==> src/rtl/cld_pkg.sv <==
package cld_pkg;
  typedef enum logic [1:0] {
    ST_SEARCH = 2'd0,
    ST_VERIFY = 2'd1,
    ST_FLOCK  = 2'd2,
    ST_LOCKED = 2'd3
  } cld_state_e;

  localparam int unsigned REG_INT_ACQ = 0;
  localparam int unsigned REG_INT_TRK = 1;
  localparam int unsigned REG_PE_ACQ  = 2;
  localparam int unsigned REG_PE_TRK  = 3;
  localparam int unsigned REG_FL_PRE  = 4;
  localparam int unsigned REG_COUNTS  = 5;
  localparam int unsigned REG_CTRL    = 6;

  localparam int unsigned CTRL_MANUAL = 0;
  localparam int unsigned CTRL_TRK    = 1;
  localparam int unsigned CTRL_SWEEP  = 2;
  localparam int unsigned CTRL_LOCK   = 3;
endpackage

==> src/rtl/cld_cfg_bank.sv <==
module cld_cfg_bank #(
  parameter int ACC_W  = 16,
  parameter int CNT_W  = 8,
  parameter int ADDR_W = 3
) (
  input  logic              clk,
  input  logic              rst_n,
  input  logic              we,
  input  logic [ADDR_W-1:0] addr,
  input  logic [ACC_W-1:0]  wdata,
  output logic [ACC_W-1:0]  int_acq,
  output logic [ACC_W-1:0]  int_trk,
  output logic [ACC_W-1:0]  pe_acq,
  output logic [ACC_W-1:0]  pe_trk,
  output logic [ACC_W-1:0]  fl_pre,
  output logic [CNT_W-1:0]  verify_tgt,
  output logic [CNT_W-1:0]  dwell_tgt,
  output logic              manual,
  output logic              h_trk,
  output logic              h_sweep,
  output logic              h_lock,
  output logic              ctrl_wr
);
  import cld_pkg::*;

  localparam logic [ACC_W-1:0] ONES       = {ACC_W{1'b1}};
  localparam logic [ACC_W-1:0] RST_INT    = ONES << 4;
  localparam logic [ACC_W-1:0] RST_PE_ACQ = ONES << 8;
  localparam logic [ACC_W-1:0] RST_PE_TRK = ONES << 7;
  localparam logic [ACC_W-1:0] RST_FL     = ONES << 8;
  localparam logic [CNT_W-1:0] RST_VER    = CNT_W'(3);
  localparam logic [CNT_W-1:0] RST_DWELL  = CNT_W'(2);

  assign ctrl_wr = we && (addr == ADDR_W'(REG_CTRL));

  always_ff @(posedge clk) begin
    if (!rst_n) begin
      int_acq    <= RST_INT;
      int_trk    <= RST_INT;
      pe_acq     <= RST_PE_ACQ;
      pe_trk     <= RST_PE_TRK;
      fl_pre     <= RST_FL;
      verify_tgt <= RST_VER;
      dwell_tgt  <= RST_DWELL;
      manual     <= 1'b0;
      h_trk      <= 1'b0;
      h_sweep    <= 1'b0;
      h_lock     <= 1'b0;
    end else if (we) begin
      case (addr)
        ADDR_W'(REG_INT_ACQ): int_acq <= wdata;
        ADDR_W'(REG_INT_TRK): int_trk <= wdata;
        ADDR_W'(REG_PE_ACQ):  pe_acq  <= wdata;
        ADDR_W'(REG_PE_TRK):  pe_trk  <= wdata;
        ADDR_W'(REG_FL_PRE):  fl_pre  <= wdata;
        ADDR_W'(REG_COUNTS): begin
          verify_tgt <= wdata[CNT_W-1:0];
          dwell_tgt  <= wdata[2*CNT_W-1:CNT_W];
        end
        ADDR_W'(REG_CTRL): begin
          manual  <= wdata[CTRL_MANUAL];
          h_trk   <= wdata[CTRL_TRK];
          h_sweep <= wdata[CTRL_SWEEP];
          h_lock  <= wdata[CTRL_LOCK];
        end
        default: ;
      endcase
    end
  end
endmodule

==> src/rtl/cld_accum.sv <==
module cld_accum #(
  parameter int W = 16
) (
  input  logic         clk,
  input  logic         rst_n,
  input  logic         load,
  input  logic [W-1:0] load_val,
  input  logic         step,
  input  logic [W-1:0] inc,
  output logic [W-1:0] acc,
  output logic         carry_now,
  output logic         ovf_seen
);
  logic [W:0] sum;

  assign sum       = {1'b0, acc} + {1'b0, inc};
  assign carry_now = step & sum[W];

  always_ff @(posedge clk) begin
    if (!rst_n) begin
      acc      <= '0;
      ovf_seen <= 1'b0;
    end else if (load) begin
      acc      <= load_val;
      ovf_seen <= 1'b0;
    end else if (step) begin
      acc      <= sum[W-1:0];
      ovf_seen <= ovf_seen | sum[W];
    end
  end
endmodule

==> src/rtl/cld_fsm.sv <==
module cld_fsm #(
  parameter int CNT_W = 8
) (
  input  logic              clk,
  input  logic              rst_n,
  input  logic              manual,
  input  logic              period_end,
  input  logic              pe_fail,
  input  logic              fl_hit,
  input  logic [CNT_W-1:0]  verify_tgt,
  input  logic [CNT_W-1:0]  dwell_tgt,
  output cld_pkg::cld_state_e state
);
  import cld_pkg::*;

  logic [CNT_W-1:0] vcnt, dcnt;
  logic [CNT_W:0]   vnext, dnext, vtgt_eff, dtgt_eff;

  assign vnext    = {1'b0, vcnt} + 1'b1;
  assign dnext    = {1'b0, dcnt} + 1'b1;
  assign vtgt_eff = (verify_tgt == '0) ? (CNT_W+1)'(1) : {1'b0, verify_tgt};
  assign dtgt_eff = (dwell_tgt == '0) ? (CNT_W+1)'(1) : {1'b0, dwell_tgt};

  always_ff @(posedge clk) begin
    if (!rst_n || manual) begin
      state <= ST_SEARCH;
      vcnt  <= '0;
      dcnt  <= '0;
    end else if (period_end) begin
      case (state)
        ST_SEARCH: begin
          if (!pe_fail) begin
            state <= ST_VERIFY;
            vcnt  <= '0;
          end
        end
        ST_VERIFY: begin
          if (fl_hit) begin
            state <= ST_FLOCK;
            dcnt  <= '0;
          end else if (pe_fail) begin
            state <= ST_SEARCH;
          end else if (vnext >= vtgt_eff) begin
            state <= ST_LOCKED;
          end else begin
            vcnt <= vnext[CNT_W-1:0];
          end
        end
        ST_FLOCK: begin
          if (dnext >= dtgt_eff) state <= ST_SEARCH;
          else dcnt <= dnext[CNT_W-1:0];
        end
        ST_LOCKED: begin
          if (pe_fail) state <= ST_SEARCH;
        end
        default: state <= ST_SEARCH;
      endcase
    end
  end
endmodule

==> src/rtl/carrier_lock_ctrl.sv <==
module carrier_lock_ctrl #(
  parameter int PE_W   = 8,
  parameter int ACC_W  = 16,
  parameter int CNT_W  = 8,
  parameter int ADDR_W = 3
) (
  input  logic              clk,
  input  logic              rst_n,
  input  logic              in_valid,
  output logic              in_ready,
  input  logic [PE_W-1:0]   in_phase_err,
  input  logic [PE_W-1:0]   in_flk_err,
  input  logic              cfg_we,
  input  logic [ADDR_W-1:0] cfg_addr,
  input  logic [ACC_W-1:0]  cfg_wdata,
  input  logic              host_restart,
  output logic              loop_trk_sel,
  output logic              sweep_en,
  output logic              lock_o,
  output logic [1:0]        state_o,
  output logic              lk_int,
  output logic [ACC_W-1:0]  pe_acc_o,
  output logic [ACC_W-1:0]  fl_acc_o,
  output logic              pe_ovf_o,
  output logic              fl_ovf_o
);
  import cld_pkg::*;

  localparam int NACC    = 3;
  localparam int IDX_INT = 0;
  localparam int IDX_PE  = 1;
  localparam int IDX_FL  = 2;
  localparam int PAD_W   = ACC_W - PE_W;

  logic [ACC_W-1:0] int_acq, int_trk, pe_acq, pe_trk, fl_pre;
  logic [CNT_W-1:0] verify_tgt, dwell_tgt;
  logic             cfg_manual, h_trk, h_sweep, h_lock, ctrl_wr;

  cld_cfg_bank #(.ACC_W(ACC_W), .CNT_W(CNT_W), .ADDR_W(ADDR_W)) cfg_i (
    .clk(clk), .rst_n(rst_n), .we(cfg_we), .addr(cfg_addr), .wdata(cfg_wdata),
    .int_acq(int_acq), .int_trk(int_trk), .pe_acq(pe_acq), .pe_trk(pe_trk),
    .fl_pre(fl_pre), .verify_tgt(verify_tgt), .dwell_tgt(dwell_tgt),
    .manual(cfg_manual), .h_trk(h_trk), .h_sweep(h_sweep), .h_lock(h_lock),
    .ctrl_wr(ctrl_wr)
  );

  logic       start_pend, halted, accept, period_end, pe_fail, fl_hit, auto_trk;
  cld_state_e state;

  logic [PE_W-1:0]  pe_mag, fl_mag;
  logic [ACC_W-1:0] ld_val  [NACC];
  logic [ACC_W-1:0] inc_val [NACC];
  logic [ACC_W-1:0] acc_val [NACC];
  logic [NACC-1:0]  carry_now, ovf_seen;

  assign in_ready = !start_pend && !halted;
  assign accept   = in_valid && in_ready;

  // magnitudes: the most negative code maps to its unsigned magnitude
  assign pe_mag = in_phase_err[PE_W-1] ? (~in_phase_err + 1'b1) : in_phase_err;
  assign fl_mag = in_flk_err[PE_W-1]   ? (~in_flk_err + 1'b1)   : in_flk_err;

  assign auto_trk     = (state == ST_VERIFY) || (state == ST_LOCKED);
  assign loop_trk_sel = cfg_manual ? h_trk   : auto_trk;
  assign sweep_en     = cfg_manual ? h_sweep : ((state == ST_SEARCH) || (state == ST_FLOCK));
  assign lock_o       = cfg_manual ? h_lock  : (state == ST_LOCKED);
  assign state_o      = state;

  assign ld_val[IDX_INT]  = loop_trk_sel ? int_trk : int_acq;
  assign ld_val[IDX_PE]   = loop_trk_sel ? pe_trk  : pe_acq;
  assign ld_val[IDX_FL]   = fl_pre;
  assign inc_val[IDX_INT] = ACC_W'(1);
  assign inc_val[IDX_PE]  = {{PAD_W{1'b0}}, pe_mag};
  assign inc_val[IDX_FL]  = {{PAD_W{1'b0}}, fl_mag};

  for (genvar g = 0; g < NACC; g++) begin : g_acc
    cld_accum #(.W(ACC_W)) acc_i (
      .clk(clk), .rst_n(rst_n), .load(start_pend), .load_val(ld_val[g]),
      .step(accept), .inc(inc_val[g]), .acc(acc_val[g]),
      .carry_now(carry_now[g]), .ovf_seen(ovf_seen[g])
    );
  end

  // a carry on the closing beat counts against the loop (tie rule)
  assign period_end = carry_now[IDX_INT];
  assign pe_fail    = ovf_seen[IDX_PE] | carry_now[IDX_PE];
  assign fl_hit     = ovf_seen[IDX_FL] | carry_now[IDX_FL];

  cld_fsm #(.CNT_W(CNT_W)) fsm_i (
    .clk(clk), .rst_n(rst_n), .manual(cfg_manual), .period_end(period_end),
    .pe_fail(pe_fail), .fl_hit(fl_hit), .verify_tgt(verify_tgt),
    .dwell_tgt(dwell_tgt), .state(state)
  );

  always_ff @(posedge clk) begin
    if (!rst_n) begin
      start_pend <= 1'b1;
      halted     <= 1'b0;
      lk_int     <= 1'b0;
    end else begin
      lk_int <= period_end && cfg_manual;
      if (ctrl_wr) begin
        start_pend <= 1'b1;
        halted     <= 1'b0;
      end else if (start_pend) begin
        start_pend <= 1'b0;
      end else if (period_end) begin
        if (cfg_manual) halted <= 1'b1;
        else start_pend <= 1'b1;
      end else if (halted && host_restart) begin
        halted     <= 1'b0;
        start_pend <= 1'b1;
      end
    end
  end

  assign pe_acc_o = acc_val[IDX_PE];
  assign fl_acc_o = acc_val[IDX_FL];
  assign pe_ovf_o = ovf_seen[IDX_PE];
  assign fl_ovf_o = ovf_seen[IDX_FL];
endmodule

==> config.mk <==
export PLATFORM = sky130hd
export DESIGN_NAME = carrier_lock_ctrl
export DESIGN_NICKNAME = d
export VERILOG_FILES = /design/src/rtl/cld_pkg.sv /design/src/rtl/cld_cfg_bank.sv /design/src/rtl/cld_accum.sv /design/src/rtl/cld_fsm.sv /design/src/rtl/carrier_lock_ctrl.sv
export SDC_FILE = /design/constraint.sdc
export NUM_CORES = 1
export LEC_CHECK = 0
export BUFFER_PORTS_ARGS = -buffer_cell sky130_fd_sc_hd__buf_2
export CORE_MARGIN = 1.5
export CORE_UTILIZATION = 60
export DETAILED_ROUTE_END_ITERATION = 10
export HOLD_SLACK_MARGIN = 0.02
export PLACE_DENSITY = 0.9
export SLEW_MARGIN = 15
export SYNTH_ARGS = -nofsm -noshare
export SYNTH_HDL_FRONTEND = slang
export SYNTH_SLANG_ARGS = --single-unit
==> constraint.sdc <==
create_clock -name clk -period 4.3 [get_ports clk]
set_input_delay 0.43 -clock clk [delete_from_list [all_inputs] [get_ports clk]]
set_output_delay 0.43 -clock clk [all_outputs]
set_load 0.03 [all_outputs]
# Word level (Yosys, flattened, before mapping)
# Cells that the tools add are included.
[word_totals]
in_bits = 40
reg_bits = 171
out_inout_bits = 41
wordCells = 130
[op_classes]
bitwise_logic = 11
reduce_logical = 32
addsub = 7
n_mux = 37
n_lt_le_gt_ge = 2
eq_ne = 19
[op_table]
columns = ["cell", "n"]
rows = [
  ["$mux 16", 8],
  ["$mux 8", 10],
  ["$add 16x8->17", 2],
  ["$pmux 8 s2", 2],
  ["$add 8x1->9 const B", 2],
  ["$ge 9x9->1", 2],
  ["$add 16x1->17 const B", 1],
  ["$add 8x1->8 const B", 2],
  ["$logic_not 8->1", 2],
  ["$not 8->8", 2],
  ["$reduce_and 2->1", 7],
  ["$mux 2", 6],
  ["$ne 2x2->1 const B", 6],
  ["$mux 1", 10],
  ["$eq 3x3->1 const B", 3],
  ["$pmux 2 s4", 1],
  ["$reduce_bool 2->1", 4],
  ["$eq 3x2->1 const B", 2],
  ["$ne 2x1->1 const B", 3],
  ["$reduce_and 6->1", 1],
  ["$logic_and 1x1->1", 5],
  ["$reduce_and 5->1", 1],
  ["$eq 2x2->1 const B", 2],
  ["$ne 4x2->1 const B", 1],
  ["12 further kinds", 23],
]

# Logic depth before layout (Yosys ltp)
# Gate-level depths: netlist (run 1).
[logic_depth]
word_depth = 9
ltp_mapped = 13
depth_no_buf = 12

# Cells and area by module
# From an unflattened synthesis (run 1), not the netlist that was laid out.
[hier_totals]
cells_unflattened = 1233
hier_area_um2 = 10963.0
[modules_own_cells]
columns = ["mod", "area_each_um2", "instances", "cells_per_inst", "seq_area_each_um2"]
rows = [
  ["cld_accum", 1549.0, 3, 187, 340.3],
  ["cld_cfg_bank", 3857.4, 1, 364, 2001.9],
  ["cld_fsm", 1576.5, 1, 206, 360.3],
  ["carrier_lock_ctrl", 882.1, 1, 102, 60.1],
]

# Worst setup path before layout (run 1)
# Ideal clock, no wire load.
[synth_timing]
path_kind = "input-to-reg"
startpoint = "input in_flk_err[1]"
endpoint = "register fsm_i.vcnt[4]"
t_arrival_ns = 3.054
path_stages = 10
path_buffers = 0
setup_ns = 0.122
t_required_ns = 4.178
slack_ns = 1.124
cell_sequence = "or3_1 > o31ai_1 > xnor2_1 > ha_1 > a2111oi_0 > o21ai_1 > a41o_1 > o21ai_2 > a31oi_2 > a221o_1"
[synth_between]
elab_chain_cells = 8
[synth_lines]
columns = ["element", "line", "source"]
rows = [
  ["from (decl)", "carrier_lock_ctrl.sv:12", "input logic [PE_W-1:0] in_flk_err,"],
  ["$not 8->8", "carrier_lock_ctrl.sv:61", "assign fl_mag = in_flk_err[PE_W-1] ? (~in_flk_err + 1'b1) : in_flk_err;"],
  ["$add 8x1->8", "carrier_lock_ctrl.sv:61", ""],
  ["$mux 8 (*)", "carrier_lock_ctrl.sv:61", ""],
  ["$add 16x8->17 (*)", "cld_accum.sv:16", "assign sum = {1'b0, acc} + {1'b0, inc};"],
  ["$and 1x1->1 (*)", "cld_accum.sv:17", "assign carry_now = step & sum[W];"],
  ["$or 1x1->1 (*)", "carrier_lock_ctrl.sv:87", "assign fl_hit = ovf_seen[IDX_FL] | carry_now[IDX_FL];"],
  ["$ne 2x2->1 (no source line) (*)", "--", ""],
  ["$reduce_and 6->1 (no source line) (*)", "--", ""],
  ["to (signal assigned)", "cld_fsm.sv:46", "vcnt <= vnext[CNT_W-1:0];"],
  ["to (decl)", "cld_fsm.sv:16", "logic [CNT_W-1:0] vcnt, dcnt;"],
]
# Every way passes the cells marked *; elsewhere a longest branch is shown, timed or not.
# A chain may end at the register's enable or synchronous reset.

# Worst setup path after layout (run 1)
[layout_timing]
startpoint = "register fsm_i.dcnt[0]"
endpoint = "register fsm_i.dcnt[6]"
[layout_between]
elab_chain_cells = 4
word_cells_on_any_way = 6
cone_classes = "add/sub (1); order compare (1); eq/ne (1); mux (2); reduce/logical (1)"
[layout_lines]
columns = ["element", "line", "source"]
rows = [
  ["from (decl)", "cld_fsm.sv:16", ""],
  ["from (signal assigned)", "cld_fsm.sv:51", "else dcnt <= dnext[CNT_W-1:0];"],
  ["$add 8x1->9 (*)", "cld_fsm.sv:20", "assign dnext = {1'b0, dcnt} + 1'b1;"],
  ["$ge 9x9->1", "cld_fsm.sv:50", "if (dnext >= dtgt_eff) state <= ST_SEARCH;"],
  ["$ne 2x2->1 (no source line)", "--", ""],
  ["$reduce_and 4->1 (no source line)", "--", ""],
]
# Every way passes the cells marked *; elsewhere a longest branch is shown, timed or not. The select of a mux whose other input is x is not followed.

==> results of run 1 <==
report_power, final:
part | switching (mW) | internal (mW) | leakage [nW] | total (mW)
registers | 0.0599 | 1.65 | 1.40 | 1.71
logic | 0.294 | 0.173 | 2.96 | 0.467
clock network | 0.665 | 1.01 | 0.297 | 1.67
cell families after synthesis:
kind of cell | share of synthesized area (%)
adder cells (fa/ha/maj) | 5.40
buffers and inverters | 6.10
AND/OR/NAND/NOR | 24.9
flip-flops | 36.8
AO/OA/AOI/OAI | 16.8
multiplexers | 4.63
XOR/XNOR | 5.45
through the flow:
stage	instances	power, mW	util, %	instance area [um2]
after global placement	1326	2.18	63.0	9570
after global routing	1358	3.96	67.2	10200
after floorplan	1139	2.08	-	9310
after CTS	1358	3.84	67.2	10200
final	1358	3.85	67.2	10200
after detailed placement	1326	2.19	63.0	9570
flip-flops by register name, summed over array words and instances, names as in the netlist, 2 cells and up:
| signal | count |
|---|---|
| cfg_i.dwell_tgt | 8 |
| cfg_i.fl_pre | 16 |
| cfg_i.int_acq | 16 |
| cfg_i.int_trk | 16 |
| cfg_i.pe_acq | 16 |
| cfg_i.pe_trk | 16 |
| cfg_i.verify_tgt | 8 |
| fsm_i.dcnt | 8 |
| fsm_i.state | 2 |
| fsm_i.vcnt | 8 |
| g_acc.acc_i.acc | 48 |
| g_acc.acc_i.ovf_seen | 2 |
per-layer routing:
metal / part of all wire [%] / up-vias / track usage [%]
met4: 2.9 / 0 / 12.9
met2: 48 / 311 / 48.6
met5: 0 / - / 0
met3: 6.2 / 56 / 4.77
met1: 43 / 3944 / 38.4
li1: - / 3970 / -
cell type report:
class | instances | area (um2) | area share (%)
multi-input cells | 850 | 5340 | 52.2
flip-flops and latches | 171 | 3420 | 33.5
repair buffers | 89 | 470 | 4.61
inverters | 28 | 105 | 1.03
well taps | 188 | 235 | 2.30
clock inverters | 12 | 186 | 1.83
clock buffers | 20 | 457 | 4.47
worst min-delay path, stage by stage:
cell and delay, ps:
buf_2 100, nand2_1 50, o21ai_0 60, a21o_1 110
layout by cell type, fill, tap and decap left out, types with 10 or more instances in the layout:
cell,instances
a21boi_0,44
a21oi_1,33
and3_1,23
buf_2,79
buf_4,10
clkbuf_16,17
dfxtp_1,170
ha_1,37
inv_1,28
mux2i_1,32
nand2_1,278
nand2b_1,11
nand3_1,77
nand4_1,12
nor2_1,29
nor2b_1,15
nor3_1,12
o211a_1,23
o21ai_0,37
xnor2_1,34
xor2_1,24
final timing paths:
check / depth (start not counted) / to / slack, ps
worst max-delay path: 11 / fsm_i.dcnt[6] / 780
worst min-delay path: 4 / start_pend / 340
worst max register to register: 11 / fsm_i.dcnt[6] / 780
worst min register to register: 2 / cfg_i.pe_acq[5] / 460
==> metrics.cfg, run 1 <==
[clock_tree]
cts_htree_levels = 4
clk_latency_ps = 440
cts_root_buffer = clkbuf_16
cts_tree = built
numCtsBuffers = 17
clock_path_buffers = 2
postCtsResizedCells = 0
cts_setup_buffers = 0
numClockSinks = 171
cts.reportedPaths.clkPinSlew_ps = 60
holdBufCountCts = 0

[synthesis]
avgSynthCellArea_um2 = 8.18
synthFlopType = dfxtp_1
synth_top_area_cell = dfxtp_1
syn_nets = 1218
ys_async_sr_fraction_pct = 0
yosysSeqAreaShare_pct = 36.8
yosysUniqueCellTypes = 64
synthDominantCellAreaShare_pct = 36.8
ys_seq_elements = 171
synth_edf_count = 0
ys_top_cells_by_count = nand2_1, dfxtp_1, nand3_1, clkbuf_1, a21boi_0
netlist_top_cells_area = dfxtp_1, nand2_1, ha_1
syn_area_um2 = 9310
ys.warnings.count = 0
yosysMostFrequentCell = nand2_1
syn_inst = 1139

[setup_path]
path_cells = ha_1 -> and3_1 -> nand3_1 -> xnor2_1 -> ha_1 -> a21o_1 -> a2111oi_0 -> o21ai_1 -> a21o_1 -> a21oi_1 -> a311oi_1
endpoint_kind = flop
crit_path_top_delay_cell = a21oi_1
critical_path.max_stage_delay_ps = 500
cp_max_fo = 7
reg2reg_from = fsm_i.dcnt[0]
startpoint = fsm_i.dcnt[0]
path_delay_family = compound AO/OA/AOI/OAI gates
critPathLaunchType = flop
crit_arrival_ps = 3800
critPathKind = flop to flop
required_ps = 4590
cp_num_buf_inv = 0

[hold_path]
min_from = host_restart
hold_class = primary input to flop

[floorplan]
dieArea_um2 = 16300
rows = 45
start_util_pct = 61.3
die_w_um = 128
io_pins = 81
die_h_um = 128
core_um2 = 15200

[detailed_routing]
dr.pass1.iters = 7
drtIter0Drc = 829
drcViolationCount = 0
antenna_left = 0
avgRoutedWirePerCell_um = 17.6
viasPerCell = 6.10
wl_mm = 23.9
dr_total_vias = 8281

[global_route]
grtUsageTotal_pct = 29.5
grt_antenna_before_repair = 0
gr-total-overflow = 0
grt_pass1_vias = 7696
grt_pass1_wl_mm = 38.1
grt_max_degree = 80

[sta]
hold_violations = 0
tns_ps = 0
drv_slew = 0
period_share_pct = 81.8
tightestPinTransition_ps = 1140
max_freq_mhz = 284
rsz0062_at_grt = no
fin_ws_ps = 783
timing.slew.headroom_pct = 23.7
finClkSkew_ps = 8.44
setup_violations = 0
fin_hold_ws_ps = 340
fin_crit_ps = 3520

[status]
outcome = finished clean

[layout]
nets = 1236
antenna_cells = 0
drive_above_1_share_pct = 12.4
syn2layout_area_growth_pct = 9.66
fill_cells = 1134

[place]
hpwl_mm = 15.8
place_congestion = 0.911
dp_slack_ps = 585
io_buffers = 80

[power]
p_per_area_nw_per_um2 = 377
irDropWorstVdd_uv = 335
leakagePower_nw = 4.66

[run]
maxCapViolCount = 0

Note: power is estimated with default switching activity, not from simulation.
==> run 2: changes to the inputs <==
- ABC_AREA: default -> 1
- CORE_UTILIZATION: 60 -> 55
- PLACE_DENSITY: 0.9 -> 0.87
- clock period: 4.3 -> 2.9 ns (I/O delays scaled with it)
==> run 2 against run 1 <==
Hold slack worse by 130 ps; final area increased by 2.7%; critical path depth is 7 higher; register-to-register slack got worse by 530 ps; cell count up 21%.
==> metrics.cfg, run 2 <==
[synthesis]
ys.warnings.count = 0
synth-adder-area-share_pct = 5.26
synth_edf_count = 0
ys_async_sr_fraction_pct = 0
synthDominantCellAreaShare_pct = 35.8
synthFlopType = dfxtp_1
yosysUniqueCellTypes = 51
synthSimpleGateAreaFrac_pct = 27.4
ys_top_cells_by_count = nand2_1, dfxtp_1, nor2_1, inv_1, o21ai_0
syn_nets = 1453
yosysMostFrequentCell = nand2_1
syn_area_um2 = 9560
synth_top_family_by_area = simple AND/OR/NAND/NOR gates
syn_inst = 1374
synth_top_area_cell = dfxtp_1
netlist_top_cells_area = dfxtp_1, nand2_1, o21ai_0
synth_xor_area_share_pct = 2.66
ys_seq_elements = 171
yosysSeqAreaShare_pct = 35.8
avgSynthCellArea_um2 = 6.96
synth_compound_area_share_pct = 18.2
synth_mux_area_share_pct = 0

[layout]
syn2layout_area_growth_pct = 9.70
final_common_cell = nand2_1
largest_reg_flops = 48
regArea_um2 = 3430
final_cells = 1637
multi_input_area_um2 = 5130
post-route-cell-area_um2 = 10500
regMostFlops = g_acc.acc_i.acc
drive_above_1_share_pct = 12.5
fill_cells = 1500
antenna_cells = 0
final_cell_mix = nand2_1, dfxtp_1, nor2_1, inv_1, o21ai_0
nets = 1478
final_util_pct = 61.3

[clock_tree]
numCtsBuffers = 17
cts_tree = built
clk_latency_ps = 440
numClockSinks = 171
cts_root_buffer = clkbuf_16
cts_htree_levels = 4
cts.reportedPaths.clkPinSlew_ps = 70
clock_path_buffers = 2

[floorplan]
io_pins = 81
core_um2 = 17100
die_h_um = 135
rows = 48
start_util_pct = 55.8
die_w_um = 135
dieArea_um2 = 18200

[detailed_routing]
drcViolationCount = 0
dr.pass1.iters = 5
antenna_left = 0
wl_mm = 25.0
viasPerCell = 5.68
wl_met1_mm = 10.8
drtIter0Drc = 933
wl_met3_mm = 1.65
dr_total_vias = 9295
avgRoutedWirePerCell_um = 15.3
dr_wl_met2_mm = 11.6
dr.max_layer_used = met4

[global_route]
grt_pass1_vias = 8555
grt_max_degree = 60
grt_antenna_before_repair = 0
gr-total-overflow = 0
grtUsageTotal_pct = 27.7
grt_pass1_wl_mm = 40.7

[run]
maxCapViolCount = 0

[power]
combPwrFrac_pct = 14.1
swShare_pct = 28.8
irDropWorstVdd_uv = 479
p_int_mw = 4.04
power.switching_mw = 1.63
seqPwrFrac_pct = 45.0
leakagePower_nw = 4.76
total_power_mw = 5.67
clkPwrFrac_pct = 40.9
p_per_area_nw_per_um2 = 541

[sta]
setup_violations = 0
tns_ps = 0
max_freq_mhz = 378
tightestPinTransition_ps = 1180
rsz0062_at_grt = no
finClkSkew_ps = 10.6
drv_slew = 0
period_share_pct = 91.2
hold_violations = 0
timing.slew.headroom_pct = 21.6
fin_crit_ps = 2640

[place]
hpwl_mm = 17.1
place_congestion = 0.891
placed_cells = 1604
placed_cell_area_um2 = 9880
io_buffers = 80

[setup_path]
cp_max_fo = 11
path_cells = ha_1 -> nand2_1 -> nor2_2 -> inv_1 -> nor2_2 -> nand2_1 -> xor2_1 -> ha_1 -> a21oi_1 -> o211ai_1 -> nor2_2 -> nand2_1 -> nor2_2 -> nand2_1 -> nand2_4 -> nand2_4 -> nand2_1 -> a21oi_1
crit_arrival_ps = 2950
critPathLaunchType = flop
crit_path_top_delay_cell = dfxtp_1
critical_path.max_stage_delay_ps = 360
reg2reg_from = fsm_i.vcnt[1]
endpoint_kind = flop
critPathKind = flop to flop
required_ps = 3200
crit_top_cell = nand2_1
startpoint = fsm_i.vcnt[1]

[hold_path]
hold_class = primary input to flop
min_from = cfg_wdata[14]

[status]
outcome = finished clean

## run 2: timing repair
item	in CTS	in global routing
gates resized for setup	0	4
setup endpoints to repair	0	13
buffers inserted	0	0
hold buffers	0	0
## run 2: worst max-delay path, delay by kind of cell, from the launching register on
kind	cells	cell delay [ps]
flops	1	360
fa+ha+maj	2	510
compound gates	3	320
simple gates	11	1110
xor+xnor	1	160
buf+inv	1	60
## run 2: worst paths after layout
path                      end  slack (ps)  cells after the start
min          cfg_i.pe_trk[14]         210                      3
min reg2reg  cfg_i.int_trk[2]         460                      2
max reg2reg     fsm_i.vcnt[6]         260                     18
max             fsm_i.vcnt[6]         260                     18
## run 2: cell type report
type	count	share of cell area [%]
Clock buffer	19	4.32
Clock inverter	13	1.32
Inverter	146	5.27
Multi-Input combinational cell	969	48.9
Sequential cell	171	32.7
Tap cell	225	2.68
Timing Repair Buffer	94	4.84
## run 2: through the flow
step	hold slack (ps)	worst slack [ps]
final	211	255
after global routing	206	12.0
after CTS	199	148
after detailed placement	443	1.02
after global placement	431	146
after floorplan	403	433
## run 2: kinds of logic (layout without fill, tap and decap cells)
group,after synthesis,count (layout)
fa+ha+maj,39,39
flops,171,171
simple gates,597,597
buf+inv,235,272
xor+xnor,29,29
compound gates,303,304
## run 2: per-layer routing
metal  up-vias  GRT usage (%)
met1      4277           34.7
met3        80           4.50
met2       370           46.0
met4         0           14.2
li1       4568              -
met5         -              0
## run 2: power by group through the flow
stage,registers [mW],clock network (mW),logic (mW)
5_1_grt,2.56,2.42,0.891
2_1_floorplan,2.58,0,0.619
4_1_cts,2.55,2.32,0.793
3_5_place_dp,2.60,0,0.786
6_report,2.55,2.32,0.802
3_3_place_gp,2.60,0,0.763
